**src/rtl/fcmp_pkg.sv**
```systemverilog
package fcmp_pkg;

    localparam logic [3:0] CC_LT = 4'b1000;
    localparam logic [3:0] CC_EQ = 4'b0110;
    localparam logic [3:0] CC_GT = 4'b0010;
    localparam logic [3:0] CC_UN = 4'b0011;

    typedef enum logic [1:0] {
        ORD_LT = 2'd0,
        ORD_EQ = 2'd1,
        ORD_GT = 2'd2
    } ord_e;

    typedef enum logic [1:0] {
        ACT_CC_ORD = 2'd0,
        ACT_CC_UN  = 2'd1,
        ACT_BOUNCE = 2'd2,
        ACT_TRAP   = 2'd3
    } act_e;

    typedef struct packed {
        logic nan;
        logic snan;
        logic sub;
        logic zero;
    } cls_t;

    typedef struct packed {
        act_e act;
        logic set_inv;
    } verdict_t;

    function automatic logic [3:0] ord_to_cc(ord_e o);
        case (o)
            ORD_LT:  return CC_LT;
            ORD_EQ:  return CC_EQ;
            ORD_GT:  return CC_GT;
            default: return CC_UN;
        endcase
    endfunction

endpackage

```
**src/rtl/fcmp_classify.sv**
```systemverilog
module fcmp_classify
    import fcmp_pkg::*;
#(
    parameter int EXP_W  = 8,
    parameter int FRAC_W = 23,
    localparam int W     = 1 + EXP_W + FRAC_W
) (
    input  logic [W-1:0] opnd,
    input  logic         ftz,
    output cls_t         cls,
    output logic         sign_o,
    output logic [W-2:0] mag_o
);
    logic [EXP_W-1:0]  expo;
    logic [FRAC_W-1:0] frac;
    logic exp_ones, exp_zero, frac_nz;

    assign expo     = opnd[W-2:FRAC_W];
    assign frac     = opnd[FRAC_W-1:0];
    assign exp_ones = &expo;
    assign exp_zero = ~|expo;
    assign frac_nz  = |frac;

    always_comb begin
        cls.nan  = exp_ones && frac_nz;
        cls.snan = exp_ones && frac_nz && !frac[FRAC_W-1];
        cls.sub  = exp_zero && frac_nz;
        cls.zero = exp_zero && !frac_nz;
        sign_o   = opnd[W-1];
        mag_o    = (cls.sub && ftz) ? '0 : opnd[W-2:0];
    end
endmodule

```
**src/rtl/fcmp_order.sv**
```systemverilog
module fcmp_order
    import fcmp_pkg::*;
#(
    parameter int MW = 31
) (
    input  logic          sign_a,
    input  logic [MW-1:0] mag_a,
    input  logic          sign_b,
    input  logic [MW-1:0] mag_b,
    output ord_e          ord
);
    logic both_zero, a_big;

    assign both_zero = (mag_a == '0) && (mag_b == '0);
    assign a_big     = mag_a > mag_b;

    always_comb begin
        if (both_zero || (sign_a == sign_b && mag_a == mag_b))
            ord = ORD_EQ;
        else if (sign_a != sign_b)
            ord = sign_a ? ORD_LT : ORD_GT;
        else
            ord = (a_big ^ sign_a) ? ORD_GT : ORD_LT;
    end
endmodule

```
**src/rtl/fcmp_policy.sv**
```systemverilog
module fcmp_policy
    import fcmp_pkg::*;
(
    input  cls_t     cls_a,
    input  cls_t     cls_b,
    input  logic     signalling,
    input  logic     dn,
    input  logic     ftz,
    input  logic     trap_en,
    output verdict_t verdict
);
    logic any_nan, any_snan, any_sub;

    assign any_nan  = cls_a.nan  | cls_b.nan;
    assign any_snan = cls_a.snan | cls_b.snan;
    assign any_sub  = cls_a.sub  | cls_b.sub;

    always_comb begin
        verdict.act     = ACT_CC_ORD;
        verdict.set_inv = 1'b0;
        if (any_nan) begin
            if (!dn) begin
                verdict.act = ACT_BOUNCE;
            end else if (signalling || any_snan) begin
                verdict.set_inv = 1'b1;
                verdict.act     = trap_en ? ACT_TRAP : ACT_CC_UN;
            end else begin
                verdict.act = ACT_CC_UN;
            end
        end else if (any_sub && !ftz) begin
            verdict.act = ACT_BOUNCE;
        end
    end
endmodule

```
**src/rtl/fcmp_flags_unit.sv**
```systemverilog
module fcmp_flags_unit
    import fcmp_pkg::*;
#(
    parameter int EXP_W  = 8,
    parameter int FRAC_W = 23,
    localparam int W     = 1 + EXP_W + FRAC_W
) (
    input  logic         clk,
    input  logic         rst,
    input  logic         req_valid,
    input  logic [W-1:0] op_a,
    input  logic [W-1:0] op_b,
    input  logic         cmp_signal,
    input  logic         cmp_zero,
    input  logic         dn_mode,
    input  logic         ftz_mode,
    input  logic         trap_en,
    input  logic         stat_wr,
    input  logic         stat_wval,
    input  logic         exc_wr,
    input  logic         exc_wval,
    output logic [3:0]   nzcv,
    output logic         cc_wr,
    output logic         trap_req,
    output logic         bounce_req,
    output logic         inv_sticky,
    output logic         inp_exc
);
    localparam int NOPS = 2;

    logic [W-1:0] opnd  [NOPS];
    cls_t         cls   [NOPS];
    logic         sgn   [NOPS];
    logic [W-2:0] mag   [NOPS];
    ord_e         ord;
    verdict_t     verdict;

    assign opnd[0] = op_a;
    assign opnd[1] = cmp_zero ? '0 : op_b;

    for (genvar gi = 0; gi < NOPS; gi++) begin : g_opnd
        fcmp_classify #(.EXP_W(EXP_W), .FRAC_W(FRAC_W)) i_cls (
            .opnd   (opnd[gi]),
            .ftz    (ftz_mode),
            .cls    (cls[gi]),
            .sign_o (sgn[gi]),
            .mag_o  (mag[gi])
        );
    end

    fcmp_order #(.MW(W-1)) i_order (
        .sign_a (sgn[0]),
        .mag_a  (mag[0]),
        .sign_b (sgn[1]),
        .mag_b  (mag[1]),
        .ord    (ord)
    );

    fcmp_policy i_policy (
        .cls_a      (cls[0]),
        .cls_b      (cls[1]),
        .signalling (cmp_signal),
        .dn         (dn_mode),
        .ftz        (ftz_mode),
        .trap_en    (trap_en),
        .verdict    (verdict)
    );

    always_ff @(posedge clk) begin
        if (rst) begin
            nzcv       <= 4'b0000;
            cc_wr      <= 1'b0;
            trap_req   <= 1'b0;
            bounce_req <= 1'b0;
            inv_sticky <= 1'b0;
            inp_exc    <= 1'b0;
        end else begin
            cc_wr      <= req_valid && (verdict.act == ACT_CC_ORD || verdict.act == ACT_CC_UN);
            trap_req   <= req_valid && (verdict.act == ACT_TRAP);
            bounce_req <= req_valid && (verdict.act == ACT_BOUNCE);

            if (req_valid && verdict.act == ACT_CC_ORD)
                nzcv <= ord_to_cc(ord);
            else if (req_valid && verdict.act == ACT_CC_UN)
                nzcv <= CC_UN;

            if (req_valid && verdict.set_inv)
                inv_sticky <= 1'b1;
            else if (stat_wr)
                inv_sticky <= stat_wval;

            if (req_valid && verdict.act == ACT_BOUNCE)
                inp_exc <= 1'b1;
            else if (exc_wr)
                inp_exc <= exc_wval;
        end
    end
endmodule

```
**config.mk**
```make
export PLATFORM = sky130hd
export DESIGN_NAME = fcmp_flags_unit
export DESIGN_NICKNAME = d
export VERILOG_FILES = /design/src/rtl/fcmp_pkg.sv /design/src/rtl/fcmp_classify.sv /design/src/rtl/fcmp_order.sv /design/src/rtl/fcmp_policy.sv /design/src/rtl/fcmp_flags_unit.sv
export SDC_FILE = /design/constraint.sdc
export NUM_CORES = 1
export LEC_CHECK = 0
export BUFFER_PORTS_ARGS = -buffer_cell sky130_fd_sc_hd__buf_2
export CAP_MARGIN = 25
export CORE_MARGIN = 3
export CORE_UTILIZATION = 50
export DETAILED_ROUTE_END_ITERATION = 16
export PLACE_DENSITY = 0.93
export REMOVE_ABC_BUFFERS = 1
export SLEW_MARGIN = 20
export SYNTH_ARGS = -nofsm -noshare
export SYNTH_HDL_FRONTEND = slang
export SYNTH_SLANG_ARGS = --single-unit
```
**constraint.sdc**
```tcl
create_clock -name clk -period 5.63 [get_ports clk]
set_input_delay 0.2815 -clock clk [delete_from_list [all_inputs] [get_ports clk]]
set_output_delay 0.2815 -clock clk [all_outputs]
set_load 0.02 [all_outputs]
```
Word level (Yosys, flattened, before mapping)

Index checks and enable logic that the tools add are counted.

Bitwise gates (word level): 4
Equal/unequal tests: 8
Mux-type cells: 22
Order comparisons: 1
Reductions and logical operators: 38

Operators with widths:

| operator                                                              | number |
|---|---|
| 31-bit zero test                                                      | 2 |
| 31-bit two-way mux                                                    | 2 |
| 23-bit OR reduction                                                   | 2 |
| 32-bit two-way mux                                                    | 1 |
| 31-bit equality test                                                  | 1 |
| 31-bit > comparator                                                   | 1 |
| 2-bit two-way mux                                                     | 9 |
| 1-bit logical AND                                                     | 17 |
| 8-bit AND reduction                                                   | 2 |
| 8-bit OR reduction                                                    | 2 |
| 4-bit case mux with 3 select lines                                    | 1 |
| 4-bit two-way mux                                                     | 2 |
| 1-bit two-way mux                                                     | 7 |
| 2-bit equality test, second input constant                            | 3 |
| 2-bit nonzero test                                                    | 3 |
| 1-bit zero test                                                       | 5 |
| 2-bit by 1-bit equality test with 1-bit output, second input constant | 2 |
| 2-bit zero test                                                       | 2 |
| 1-bit logical OR                                                      | 3 |
| 1-bit OR                                                              | 3 |
| 1-bit equality test                                                   | 1 |
| 1-bit != test                                                         | 1 |
| 1-bit XOR                                                             | 1 |

Word-level logic and storage cells: 79
Flip-flop bits (word level): 9
Output and inout bits: 9
Input port bits: 76

Longest topological paths before layout

Gate-level depths: netlist (run 1).

Word-level depth: 14
Gate-level depth with buffers: 15
Gate-level depth less buffers: 14

Modules after synthesis

A second synthesis (run 1) with hierarchy kept.

Cell total of the unflattened synthesis: 318
Area, all modules: 2275.9 um2

By module, submodules not included:

| module          | instances | area an instance (um2) | cells each |
|---|---|---|---|
| fcmp_order      | 1         | 974.7                  | 138 |
| fcmp_classify   | 2         | 350.3                  | 53 |
| fcmp_flags_unit | 1         | 556.8                  | 68 |
| fcmp_policy     | 1         | 43.8                   | 6 |

Worst setup path before layout (run 1)

OpenSTA, ideal clock, no wires.

Kind: input to register
Start: in op_b[17]
End: reg nzcv[3]
Library setup time: 0.117 ns
Cell stages on the path: 14
Path buffers: 1
Data required time: 5.513 ns
Path slack: 2.323 ns
Data arrival time: 3.191 ns
Cell sequence: nor4_1 nand4_1 or2_1 a31oi_1 clkbuf_1 nand2_1 ha_1 a211oi_1 nor2_1 o31a_1 o41ai_1 mux2i_1 nor4_2 a22o_1

Longest elaborated chain between the ends: 13
Elaborated cells between the ends (all ways): 36
Those cells by class: order compare (1); eq/ne (4); mux (11); bitwise (4); reduce/logical (16)

Ends and longest elaborated chain:

| element                                           | RTL line              | source |
|---|---|---|
| start: declaration                                | fcmp_flags_unit.sv:12 | `input logic [W-1:0] op_b,` |
| 32-bit two-way mux (*)                            | fcmp_flags_unit.sv:39 | `assign opnd[1] = cmp_zero ? '0 : op_b;` |
| 23-bit OR reduction                               | fcmp_classify.sv:22   | `assign frac_nz = \|frac;` |
| 1-bit logical AND                                 | fcmp_classify.sv:27   | `cls.sub = exp_zero && frac_nz;` |
| 1-bit logical AND                                 | fcmp_classify.sv:30   | `mag_o = (cls.sub && ftz) ? '0 : opnd[W-2:0];` |
| 31-bit two-way mux                                | fcmp_classify.sv:30   |  |
| 31-bit > comparator                               | fcmp_order.sv:15      | `assign a_big = mag_a > mag_b;` |
| 1-bit XOR                                         | fcmp_order.sv:23      | `ord = (a_big ^ sign_a) ? ORD_GT : ORD_LT;` |
| 2-bit two-way mux                                 | fcmp_order.sv:23      |  |
| 2-bit two-way mux                                 | fcmp_order.sv:20      | `else if (sign_a != sign_b)` |
| 2-bit two-way mux                                 | fcmp_order.sv:18      | `if (both_zero \|\| (sign_a == sign_b && mag_a == mag_b))` |
| 2-bit equality test, or another cell as far along | fcmp_pkg.sv:34        | `case (o)` |
| 4-bit case mux with 3 select lines                | fcmp_pkg.sv:34        |  |
| 4-bit two-way mux                                 | fcmp_flags_unit.sv:82 | `if (req_valid && verdict.act == ACT_CC_ORD)` |
| end signal: assignment                            | fcmp_flags_unit.sv:83 | `nzcv <= ord_to_cc(ord);` |
| end: declaration                                  | fcmp_flags_unit.sv:22 | `output logic [3:0] nzcv,` |

Every way passes the cells marked *; elsewhere a longest branch is shown, timed or not.
A chain may end at the register's enable or synchronous reset.

Worst setup path in the final report (run 1)

Same ends and word-level chain as after synthesis.

==> results.json, run 1 <==
{
  "core_area_sq_um": 3150,
  "yosys_warnings": 0,
  "arrival_ps": 3620,
  "startpoint_type": "primary input",
  "worstPathRequired_ps": 5840,
  "drt-wirelength-per-cell_microns": 13.7,
  "grt_max_degree": 24,
  "synth.avg_cell_area_sq_um": 7.29,
  "cts_tree": "yes",
  "vias": 2020,
  "io_buffers": 84,
  "ir_drop_mv": 0.110,
  "clk_latency_ps": 260,
  "period_share": 0.607,
  "yosysSeqAreaShare": 0.106,
  "drive_above_1_share": 0.314,
  "dpl.hpwl_microns": 4250,
  "synth_top_flop_cell": "dfxtp_1",
  "p_leak_nw": 0.993,
  "synth.top_cell.area_share": 0.228,
  "wl_microns": 4820,
  "min_period_ps": 3420,
  "start_util": 0.539,
  "cts_hold_buf": 0,
  "path_cells": "buf_2 > nor4_1 > nand4_1 > or2_1 > a31oi_1 > buf_4 > nand2_1 > ha_1 > nand4_1 > nor4_1 > a21oi_1 > a32o_1 > nor4_2 > a22o_1",
  "clk_pin_slew_worst_paths_ps": 60,
  "synth_area_sq_um": 1700,
  "power_density_nw_per_um2": 113,
  "critical_path.max_stage_delay_ps": 560,
  "critPathKind": "primary input to flip-flop",
  "synth-edff-count": 0,
  "io_pins": 85,
  "cts_setup_buffers": 0,
  "fin_skew_ps": 0,
  "finalSetupViolCount": 0,
  "dieHeight_microns": 64.3,
  "finalHoldViolCount": 0,
  "drt_iter0_drc": 104,
  "path_buf_inv": 2,
  "cp-end-kind": "flip-flop",
  "cts_max_level": 1,
  "cts_made_buffers": 3,
  "avgViaCountPerCell": 5.72,
  "final_nets": 417,
  "relSlewSlack": 0.622,
  "dp_slack_ps": 1990,
  "ys_seq_elements": 9,
  "post-route-util": 0.685,
  "cts-root-buf": "clkbuf_4",
  "row_count": 20,
  "gp_congestion": 0.903,
  "worstMarginPinSlew_ps": 561,
  "grt_pass1_vias": 1989,
  "antenna_found_initial": 0,
  "ant_nets": 0,
  "async_flop_share": 0,
  "track_usage": 0.240,
  "fp.dieW_microns": 64.3,
  "crit_family": "simple AND/OR/NAND/NOR gates",
  "r2r_start": "nzcv[3]",
  "die_area_sq_um": 4130,
  "fmax_mhz": 293,
  "finalMaxSlewViolations": 0,
  "grt_pass1_wl_microns": 8280,
  "fillers": 275,
  "synth_area_leaders": "ha_1 23%, dfxtp_1 11%, and2_1 9.2%, nand2_1 8.2%, nor4_1 5.5%",
  "worstPathMaxFanout": 23,
  "drt-pass1-iter-count": 4,
  "setup_tns_ps": 0,
  "cp-startpoint": "op_b[17]",
  "hold_start": "exc_wval",
  "fin_ws_ps": 2210,
  "areaGrowthSynthToFinish_pct": 27.1,
  "hold_path_class": "primary input to flip-flop",
  "synth_cells": 233,
  "run_status": "finished, final reports clean",
  "ys_types": 44,
  "route.detailed.drc": 0,
  "grt-ovfl-total": 0,
  "cts_buffer_depth": 2,
  "synth_common_cells": "37 x nand2_1, 31 x ha_1, 25 x and2_1",
  "cts_resized": 0,
  "synth_top_area_cell": "ha_1",
  "n_antenna_cell": 0,
  "yosysMostFrequentCell": "nand2_1",
  "slowest_stage": "nor4_1",
  "rsz0062_at_grt": "no",
  "cap_violations": 0,
  "clock_sinks": 9
}
flip-flops by register name, summed over array words and instances (netlist names):
signal and cells:
cc_wr 1, inp_exc 1, inv_sticky 1, trap_req 1, nzcv 4, bounce_req 1
worst reg2reg max path, delay by kind of cell (launching register included):
family / cells / cell delay [ps]
DFF: 1 / 310
AOI/OAI and AO/OA: 1 / 170
and+or+nand+nor: 1 / 130
cell families (layout without fill, tap and decap cells):
logic type                 after synthesis  after routing  synth area share
DFF                                      9              9             0.106
AOI/OAI and AO/OA                       42             42             0.159
buffers and inverters                   17             93            0.0376
muxes                                    5              5            0.0295
xor gates and xnor gates                 1              1           0.00516
adders and majority gates               31             31             0.228
and+or+nand+nor                        128            128             0.434
layout make-up:
| cell class | instances | area (sq um) | share of cell area |
|---|---|---|---|
| inverters | 4 | 15.0 | 0.00695 |
| flip-flops and latches | 9 | 180 | 0.0834 |
| multi-input cells | 207 | 1460 | 0.674 |
| clock buffers | 4 | 26.3 | 0.0122 |
| repair buffers | 85 | 428 | 0.198 |
| well taps | 44 | 55.1 | 0.0255 |
per-stage QoR:
step / std cells / total power, W / hold WS (ps) / cell area (sq um)
2_1_floorplan: 220 / 0.000140 / 351 / 1650
3_3_place_gp: 349 / 0.000191 / 447 / 2130
3_5_place_dp: 349 / 0.000194 / 452 / 2130
4_1_cts: 353 / 0.000246 / 282 / 2160
5_1_grt: 353 / 0.000265 / 306 / 2160
6_report: 353 / 0.000243 / 292 / 2160
cells in the final DEF, fill, tap and decap left out, types with 8 or more instances in the layout:
cell type,instances
and2_1,25
nand4_1,10
buf_2,84
nor2_1,8
ha_1,31
a21oi_1,16
nand2_1,37
nand2b_1,8
dfxtp_1,9
nor4_1,15
worst paths after layout:
path	endpoint	depth (start not counted)	slack, ps
hold reg to reg	nzcv[0]	2	460
setup reg to reg	nzcv[3]	2	4910
hold / removal	inp_exc	3	290
setup / recovery	nzcv[3]	14	2210
power breakdown:
group,internal (W),switching (W)
Sequential,0.0000666,0.00000130
Clock,0.0000273,0.0000220
Combinational,0.0000590,0.0000673
Total,0.000153,0.0000906
metal layers:
| metal | part of all wire | vias up | track usage |
|---|---|---|---|
| li1 | - | 1014 | - |
| met1 | 0.40 | 914 | 0.270 |
| met2 | 0.52 | 86 | 0.456 |
| met3 | 0.080 | 6 | 0.0562 |
| met4 | 0.0046 | 0 | 0.0422 |
| met5 | 0 | - | 0 |
Note: power is estimated with default switching activity, not from simulation.
==> run 2: changes to the inputs <==
Settings changed: CORE_UTILIZATION 50 to 47, PLACE_DENSITY 0.93 to 0.89.
Clock period 5.63 ns to 3.45 ns, I/O delays scaled along.
==> run 2 against run 1 <==
Count of clock-buffer cells in the layout stayed put. First-iteration DRC count is 28% lower. Design area is 1.9% higher. Non-clock buffer count is 4 higher. Core utilization is 4.1 points lower. Power is 66% higher. Hold slack worse by 110 ps. Critical path type unchanged. Wire length is 3.7% higher. Global-route usage is 0.80 points lower. Largest cell class unchanged. Sequential cell count stayed put. Combinational power is 63% higher. Via count is 1.4% higher.
==> results.json, run 2 (synthesis results as in run 1) <==
{
  "run_status": "finished, final reports clean",
  "hold_path_class": "primary input to flip-flop",
  "final_nets": 421,
  "post-route-util": 0.644,
  "power_w": 0.000404,
  "worstMarginPinSlew_ps": 402,
  "finalMaxSlewViolations": 0,
  "n_antenna_cell": 0,
  "setup_tns_ps": 0,
  "grt_busiest_layer": "met2",
  "critical_path.max_stage_delay_ps": 380,
  "clock_sinks": 9,
  "grt_pass1_vias": 2049,
  "met3_usage": 0.0255,
  "arrival_ps": 3330,
  "cap_violations": 0,
  "relSlewSlack": 0.730,
  "io_buffers": 84,
  "die_area_sq_um": 4370,
  "grt_pass1_wl_microns": 8220,
  "rr_endpoint": "nzcv[3]",
  "vias": 2049,
  "seq_power_share": 0.275,
  "rsz0062_at_grt": "no",
  "fillers": 310,
  "met1_usage": 0.251,
  "grt_max_degree": 24,
  "p_clk_frac": 0.214,
  "layout_common_cells": "84 x buf_2, 37 x nand2_1, 31 x ha_1, 25 x and2_1, 16 x a21oi_1",
  "cts-root-buf": "clkbuf_4",
  "ir_drop_mv": 0.0974,
  "p_leak_nw": 1.02,
  "path_cells": "buf_2 > nor4_1 > nand4_1 > nor2_1 > nor2_1 > nand2_1 > buf_4 > and2_1 > ha_1 > nand4_1 > nor4_1 > buf_4 > a21oi_1 > a32o_1 > nor4_2 > a22o_1",
  "netSwitchingPower_w": 0.000154,
  "netSwitchingFraction": 0.381,
  "start_util": 0.497,
  "clk_latency_ps": 260,
  "regMostFlops": "nzcv",
  "layout_commonest_cell": "buf_2",
  "worstPathRequired_ps": 3670,
  "cp-end-kind": "flip-flop",
  "endpoint": "nzcv[3]",
  "startpoint_type": "primary input",
  "holdPathStages": 3,
  "rr_worst_depth": 2,
  "track_usage": 0.232,
  "critPathKind": "primary input to flip-flop",
  "worstPathMaxFanout": 14,
  "slowest_stage": "nor4_1",
  "row_count": 21,
  "power_density_nw_per_um2": 183,
  "cp-startpoint": "op_a[1]",
  "clk_pin_slew_worst_paths_ps": 70,
  "dieHeight_microns": 66.1,
  "drt-wirelength-per-cell_microns": 13.9,
  "core_area_sq_um": 3420,
  "route.detailed.drc": 0,
  "drt_iter0_drc": 75,
  "cts_made_buffers": 3,
  "drt-pass1-iter-count": 4,
  "dpl.hpwl_microns": 4290,
  "fin_skew_ps": 0,
  "areaGrowthSynthToFinish_pct": 29.5,
  "avgViaCountPerCell": 5.71,
  "wl_microns": 5000,
  "cts_buffer_depth": 2,
  "cts_tree": "yes",
  "cts_hold_buf": 0,
  "fp.dieW_microns": 66.1,
  "antenna_found_initial": 0,
  "finalSetupViolCount": 0,
  "r2r_slack_ps": 2700,
  "fmax_mhz": 321,
  "largest_reg_flops": 4,
  "drive_above_1_share": 0.326,
  "period_share": 0.904,
  "use_met2": 0.449,
  "io_pins": 85,
  "r2r_start": "nzcv[3]",
  "finalHoldViolCount": 0,
  "comb_power_share": 0.511,
  "ant_nets": 0,
  "grt-ovfl-total": 0,
  "gp_congestion": 0.919,
  "cts_max_level": 1,
  "internal_power_w": 0.000250,
  "min_period_ps": 3120
}
run 2: power by group through the flow:
stage	combinational, W	clock, W	sequential (W)
2_1_floorplan	0.000110	0	0.000119
3_3_place_gp	0.000197	0	0.000113
3_5_place_dp	0.000205	0	0.000113
4_1_cts	0.000206	0.0000858	0.000111
5_1_grt	0.000233	0.0000902	0.000111
6_report	0.000206	0.0000864	0.000111
run 2: through the flow:
step,std cells,hold WS [ps],instance area (sq um),setup WS (ps)
finish,359,182,2200,331
global route,359,194,2200,10.5
CTS,359,179,2190,298
detailed placement,355,453,2170,21.7
global placement,355,445,2170,86.7
floorplan,220,242,1650,-213
run 2: worst min-delay path by stage:
stage / slack (ps) / to / from
after floorplan: 240 / inv_sticky / rst
after global placement: 450 / inp_exc / exc_wval
after detailed placement: 450 / nzcv[1] / nzcv[1]
after CTS: 180 / inp_exc / exc_wval
after global routing: 190 / inp_exc / exc_wval
final: 180 / inp_exc / exc_wval
run 2: critical path, delay by kind of cell:
family,cells,cell delay [ps]
simple gates,9,2000
buf+inv,3,520
compound gates,3,470
fa+ha+maj,1,180
run 2: per-layer routing:
layer | vias up | wire length, microns
met2 | 87 | 2600
li1 | 1021 | -
met3 | 14 | 350
met4 | 0 | 108
met5 | - | 0
met1 | 927 | 1940
run 2: area by class of cell:
type	instances	area, sq um	share of cell area
Clock buffer	4	26.3	0.0119
Multi-Input combinational cell	207	1460	0.665
Tap cell	46	57.6	0.0262
Sequential cell	9	180	0.0819
Inverter	4	15.0	0.00683
Timing Repair Buffer	89	458	0.208
run 2: what timing repair did:
action / in CTS / in global routing
endpoints found under the setup margin: 0 / 2
setup buffers: 0 / 0
gates resized for setup: 0 / 1
hold endpoints to repair: 0 / 0
